[config.mk]
export PLATFORM = sky130hd
export DESIGN_NAME = evtcnt_channel
export DESIGN_NICKNAME = d
export VERILOG_FILES = /design/src/rtl/evtcnt_pkg.sv /design/src/rtl/evtcnt_insync.sv /design/src/rtl/evtcnt_edgedet.sv /design/src/rtl/evtcnt_core.sv /design/src/rtl/evtcnt_channel.sv
export SDC_FILE = /design/constraint.sdc
export NUM_CORES = 1
export LEC_CHECK = 0
export ABC_AREA = 1
export CORE_AREA = 2 2 92 94
export DETAILED_ROUTE_END_ITERATION = 8
export DIE_AREA = 0 0 94 96
export GPL_TIMING_DRIVEN = 1
export SLEW_MARGIN = 20
export SYNTH_ARGS = -nofsm -noshare
export SYNTH_HDL_FRONTEND = slang
export SYNTH_HIERARCHICAL = 1
export SYNTH_SLANG_ARGS = --single-unit
[constraint.sdc]
create_clock -name clk -period 2.2 [get_ports clk]
set_input_delay 0.44 -clock clk [delete_from_list [all_inputs] [get_ports clk]]
set_output_delay 0.44 -clock clk [all_outputs]
set_load 0.005 [all_outputs]
[src/rtl/evtcnt_pkg.sv]
package evtcnt_pkg;
   typedef enum logic [1:0] {
      EDGE_FALL = 2'b00,
      EDGE_RISE = 2'b01,
      EDGE_BOTH = 2'b10,
      EDGE_NONE = 2'b11
   } edge_mode_e;

   localparam int ADDR_W = 2;
   localparam logic [ADDR_W-1:0] A_RELOAD = 2'd0;
   localparam logic [ADDR_W-1:0] A_COUNT  = 2'd1;
   localparam logic [ADDR_W-1:0] A_CTRL   = 2'd2;
   localparam logic [ADDR_W-1:0] A_MODE   = 2'd3;

   localparam int CTL_START = 0;
   localparam int CTL_STOP  = 1;
   localparam int CTL_RUN   = 2;
   localparam int MOD_FILT  = 2;
endpackage

[src/rtl/evtcnt_insync.sv]
module evtcnt_insync #(
   parameter int STAGES     = 2,
   parameter int FILT_LEN   = 2,
   parameter bit HAS_FILTER = 1'b1
) (
   input  logic clk,
   input  logic rst_n,
   input  logic clr,
   input  logic din,
   input  logic filt_en,
   output logic dout
);
   logic [STAGES-1:0] sh;
   logic              sync_lvl;

   always_ff @(posedge clk or negedge rst_n) begin
      if (!rst_n)   sh <= '0;
      else if (clr) sh <= '0;
      else          sh <= {sh[STAGES-2:0], din};
   end
   assign sync_lvl = sh[STAGES-1];

   generate
      if (HAS_FILTER) begin : g_filt
         logic [FILT_LEN-1:0] hist;
         logic                flt;
         always_ff @(posedge clk or negedge rst_n) begin
            if (!rst_n) begin
               hist <= '0;
               flt  <= 1'b0;
            end else if (clr) begin
               hist <= '0;
               flt  <= 1'b0;
            end else begin
               hist <= {hist[FILT_LEN-2:0], sync_lvl};
               if (&hist)       flt <= 1'b1;
               else if (~|hist) flt <= 1'b0;
            end
         end
         assign dout = filt_en ? flt : sync_lvl;
      end else begin : g_nofilt
         assign dout = sync_lvl;
      end
   endgenerate
endmodule

[src/rtl/evtcnt_edgedet.sv]
module evtcnt_edgedet
   import evtcnt_pkg::*;
(
   input  logic       clk,
   input  logic       rst_n,
   input  logic       clr,
   input  logic       lvl,
   input  edge_mode_e mode,
   output logic       pulse
);
   logic prev;
   logic rise;
   logic fall;

   always_ff @(posedge clk or negedge rst_n) begin
      if (!rst_n)   prev <= 1'b0;
      else if (clr) prev <= 1'b0;
      else          prev <= lvl;
   end

   assign rise = lvl & ~prev;
   assign fall = ~lvl & prev;

   always_comb begin
      unique case (mode)
         EDGE_FALL: pulse = fall;
         EDGE_RISE: pulse = rise;
         EDGE_BOTH: pulse = rise | fall;
         default:   pulse = 1'b0;
      endcase
   end
endmodule

[src/rtl/evtcnt_core.sv]
module evtcnt_core #(
   parameter int W = 16
) (
   input  logic         clk,
   input  logic         rst_n,
   input  logic         clr,
   input  logic         start,
   input  logic         stop,
   input  logic         edge_i,
   input  logic [W-1:0] reload,
   output logic [W-1:0] cnt,
   output logic         running,
   output logic         irq
);
   always_ff @(posedge clk or negedge rst_n) begin
      if (!rst_n) begin
         cnt     <= '0;
         running <= 1'b0;
         irq     <= 1'b0;
      end else if (clr) begin
         cnt     <= '0;
         running <= 1'b0;
         irq     <= 1'b0;
      end else begin
         irq <= 1'b0;
         if (stop) begin
            running <= 1'b0;
         end else if (start) begin
            running <= 1'b1;
            cnt     <= reload;
         end else if (running && edge_i) begin
            if (cnt == '0) begin
               cnt <= reload;
               irq <= 1'b1;
            end else begin
               cnt <= cnt - 1'b1;
            end
         end
      end
   end
endmodule

[src/rtl/evtcnt_channel.sv]
module evtcnt_channel
   import evtcnt_pkg::*;
#(
   parameter int CNT_W      = 16,
   parameter int SYNC_STG   = 2,
   parameter int FILT_LEN   = 2,
   parameter bit HAS_FILTER = 1'b1
) (
   input  logic              clk,
   input  logic              rst_n,
   input  logic              unit_en,
   input  logic              wr_en,
   input  logic [1:0]        wr_addr,
   input  logic [CNT_W-1:0]  wr_data,
   input  logic [1:0]        rd_addr,
   output logic [CNT_W-1:0]  rd_data,
   input  logic              evt_in,
   output logic              irq
);
   generate
      if (CNT_W < 4)    begin : g_bad_w   $error("CNT_W must be at least 4"); end
      if (SYNC_STG < 2) begin : g_bad_s   $error("SYNC_STG must be at least 2"); end
      if (FILT_LEN < 2) begin : g_bad_f   $error("FILT_LEN must be at least 2"); end
   endgenerate

   logic             clr;
   logic             wr_ok;
   logic             start_p;
   logic             stop_p;
   logic             edge_p;
   logic             lvl;
   logic             running;
   logic [CNT_W-1:0] cnt_q;
   logic [CNT_W-1:0] reload_q;
   edge_mode_e       mode_q;
   logic             filt_q;

   assign clr     = ~unit_en;
   assign wr_ok   = wr_en & unit_en;
   assign start_p = wr_ok && (wr_addr == A_CTRL) && wr_data[CTL_START];
   assign stop_p  = wr_ok && (wr_addr == A_CTRL) && wr_data[CTL_STOP];

   always_ff @(posedge clk or negedge rst_n) begin
      if (!rst_n) begin
         reload_q <= '0;
         mode_q   <= EDGE_FALL;
         filt_q   <= 1'b0;
      end else if (clr) begin
         reload_q <= '0;
         mode_q   <= EDGE_FALL;
         filt_q   <= 1'b0;
      end else if (wr_ok) begin
         if (wr_addr == A_RELOAD) reload_q <= wr_data;
         if (wr_addr == A_MODE && !running) begin
            mode_q <= edge_mode_e'(wr_data[1:0]);
            filt_q <= wr_data[MOD_FILT];
         end
      end
   end

   evtcnt_insync #(
      .STAGES(SYNC_STG), .FILT_LEN(FILT_LEN), .HAS_FILTER(HAS_FILTER)
   ) u_sync (
      .clk(clk), .rst_n(rst_n), .clr(clr), .din(evt_in),
      .filt_en(filt_q), .dout(lvl)
   );

   evtcnt_edgedet u_edge (
      .clk(clk), .rst_n(rst_n), .clr(clr), .lvl(lvl),
      .mode(mode_q), .pulse(edge_p)
   );

   evtcnt_core #(.W(CNT_W)) u_core (
      .clk(clk), .rst_n(rst_n), .clr(clr), .start(start_p), .stop(stop_p),
      .edge_i(edge_p), .reload(reload_q), .cnt(cnt_q),
      .running(running), .irq(irq)
   );

   always_comb begin
      rd_data = '0;
      unique case (rd_addr)
         A_RELOAD: rd_data = reload_q;
         A_COUNT:  rd_data = cnt_q;
         A_CTRL:   rd_data[CTL_RUN] = running;
         default: begin
            rd_data[1:0]      = mode_q;
            rd_data[MOD_FILT] = filt_q;
         end
      endcase
   end
endmodule

==> results of run 1 <==
==> what timing repair did <==
action | 4_1_cts | 5_1_grt
hold buffers | 0 | 0
gates cloned | 1 | 0
setup buffers | 2 | 0
resized for setup | 23 | 1
endpoints found under the hold margin | 0 | 0
pin swaps | 1 | 0
setup endpoints to repair | 32 | 14
==> power breakdown <==
group          total, mW  internal (mW)  switching (mW)
clock network      0.666          0.374           0.292
logic              0.275          0.126           0.149
registers          0.823          0.806          0.0174
==> area by class of cell <==
class                   instances  area (um2)
clock buffers                   6        82.6
clock inverters                 2        38.8
fillers                       844        4460
inverters                      45         169
multi-input cells             304        1430
flip-flops and latches         43        1080
well taps                     105         131
repair buffers                 69         671
==> routing by layer <==
metal  part of all wire, %  wire, um  vias to the layer above  track usage [%]
li1                      -         -                     1394                -
met1                    47      3310                     1192             23.3
met2                    47      3240                       73             27.9
met3                   5.0       348                        4             1.80
met4                  0.90        63                        0             4.47
met5                     0         0                        -                0
==> cell families after synthesis <==
family                     after synthesis  synth area share [%]
buffers and inverters                   57                  9.19
and+or+nand+nor                        279                  45.0
adders and majority gates                4                  1.82
AOI/OAI and AO/OA                       17                  3.55
xor gates and xnor gates                 4                  1.27
DFF                                     43                  39.1
==> sequential cells by signal, indices dropped and copies added (netlist names) <==
signal and count:
filt_q 1, reload_q 16, u_core/cnt 16, u_sync/sh 2
u_sync/g_filt.flt 1, u_sync/g_filt.hist 2, u_core/running 1, u_core/irq 1
u_edge/prev 1, mode_q 2
==> final timing paths <==
| check | depth (start not counted) | startpoint | to | slack (ns) |
|---|---|---|---|---|
| worst min-delay path | 1 | rst_n | u_sync/g_filt.flt$_DFFE_PN0P_ | 0.10 |
| worst max register to register | 13 | filt_q$_DFFE_PN0P_ | u_core/cnt[14]$_DFFE_PN0P_ | 0.15 |
| worst max-delay path | 13 | filt_q$_DFFE_PN0P_ | u_core/cnt[14]$_DFFE_PN0P_ | 0.15 |
| min in group clk | 2 | u_sync/sh[0]$_DFF_PN0_ | u_sync/sh[1]$_DFF_PN0_ | 0.48 |
| max in group asynchronous | 2 | rst_n | reload_q[10]$_DFFE_PN0P_ | 1.59 |
| worst min register to register | 2 | u_sync/sh[0]$_DFF_PN0_ | u_sync/sh[1]$_DFF_PN0_ | 0.48 |
==> layout by cell type (no fill, tap or decap), drive strengths merged <==
cell type and n:
nand2 166, nand3 56, inv 46, dfrtp 43, nor2 42, buf 29
clkdlybuf4s50 22, dlygate4sd2 18, nand4 8, a21oi 7, clkbuf 6, nand3b 6
o21ai 5, o21bai 5, ha 4, xor2 3, bufinv 1, nor4 1
xnor2 1
==> metrics by stage <==
stage	cell area [um2]	setup TNS, ns	instances	hold slack, ns
global route	3600	0	574	0.133
finish	3600	0	574	0.103
floorplan	2750	0	404	0.144
global placement	3440	-6.91	563	0.428
CTS	3600	0	574	0.115
detailed placement	3440	-7.24	563	0.448
==> flow_summary.yaml, run 1 <==
status:
  status: "finished, final reports clean"
cells_and_area:
  fin_nets: 497
  syn_to_final_growth_pct: 30.8
  layout-drive-gt1-share_pct: 11.9
  fin_util_pct: 44.7
  antenna_cells: 0
yosys:
  synthesis.nets: 433
  yosysTopAreaCellShare_pct: 39.1
  synth_area_leaders: "dfrtp_1, nand2_1, nand3_1, inv_1, nor2_1"
  postSynthRegisterBits: 43
  synthFlopType: "dfrtp_1"
  synthCells: 404
  synthArstFlopShare_pct: 100
  postSynthAreaPerCell_um2: 6.80
  synthesis.area_um2: 2750
  synth-edff-count: 0
  synth.distinct_cells: 24
  seq_area_frac_synth_pct: 39.1
  synth_top_cell_by_area: "dfrtp_1"
  synth_most_common_cell: "nand2_1"
  synth_common_cells: "nand2_1, nand3_1, dfrtp_1"
  yosysWarnings: 6
place:
  io_buffer_count: 41
  dpl_worst_slack_ns: -0.306
  gp_congestion: 0.837
  hpwl_um: 5120
drt:
  first_pass_iters: 4
  wl_per_cell_um: 12.1
  avgViaCountPerCell: 4.64
  drcViolationCount: 0
  vias: 2663
  drt_iter0_drc: 94
  ant_nets: 0
  routed_wl_um: 6960
timing:
  finalSetupViolations: 0
  hold_violations: 0
  tightest_slew_ns: 0.519
  slew_headroom_pct: 65.4
  setup_ws_ns: 0.149
  max_freq_mhz: 487
  finalCritPeriodShare_pct: 93.2
  rsz0062_at_grt: "no"
  drv_slew: 0
  min_period_ns: 2.05
  clock_skew_ns: 0.00912
clock_tree:
  clk_pin_slew_worst_paths_ns: 0.09
  numCtsBuffers: 5
  clkSinkCount: 43
  h-tree-depth: 2
  clock_path_buffers: 2
  clockRootBuffer: "clkbuf_8"
  insertion_delay_ns: 0.30
  cts_tree: "built"
flow_run:
  cap_violations: 0
pwr:
  power_density_nw_per_um2: 491
  power.leakage_nw: 2.04
  ir_worst_vdd_uv: 247
  finalPower_mw: 1.76
die:
  rows: 33
  die_w_um: 94
  fp.coreArea_um2: 8050
  die_y_um: 96
  initial_core_util_pct: 34.1
  dieArea_um2: 9020
  ios: 42
worst_setup_path:
  cp-end-kind: "flip-flop"
  worst_path_max_delay_cell: "dfrtp_1"
  crit_top_cell: "nand2_1"
  critical-path-top-delay-family: "buffers and inverters"
  worstPathArrival_ns: 2.30
  cp_max_fo: 5
  path_class: "reg2reg"
  critical_path_required_ns: 2.45
  crit_path_cell_trace: "o21ai_1 -> inv_1 -> ha_1 -> nand3b_1 -> nand3_2 -> nand2_1 -> buf_4 -> inv_2 -> o21ai_1 -> buf_4 -> a21oi_1 -> nand2_1 -> nand2_1"
  worst_path_largest_cell_delay_ns: 0.43
  worstSetupStartpointType: "flip-flop"
  worst-path-buf-inv: 4
grt:
  grt_pass1_wl_um: 11900
  grt_usage_pct: 16.7
  grt_pass1_vias: 2512
  grt_max_degree: 36
  grt_overflow: 0
  antenna_found_initial: 0
min_path:
  hold_class: "in2async"
Power figures use the tool's default switching activity.
==> run 2: changes to the inputs <==
- CTS_CLUSTER_SIZE: not set -> 16
==> results of run 2 <==
The final DEF is identical to that of run 1; final timing and power are the same.
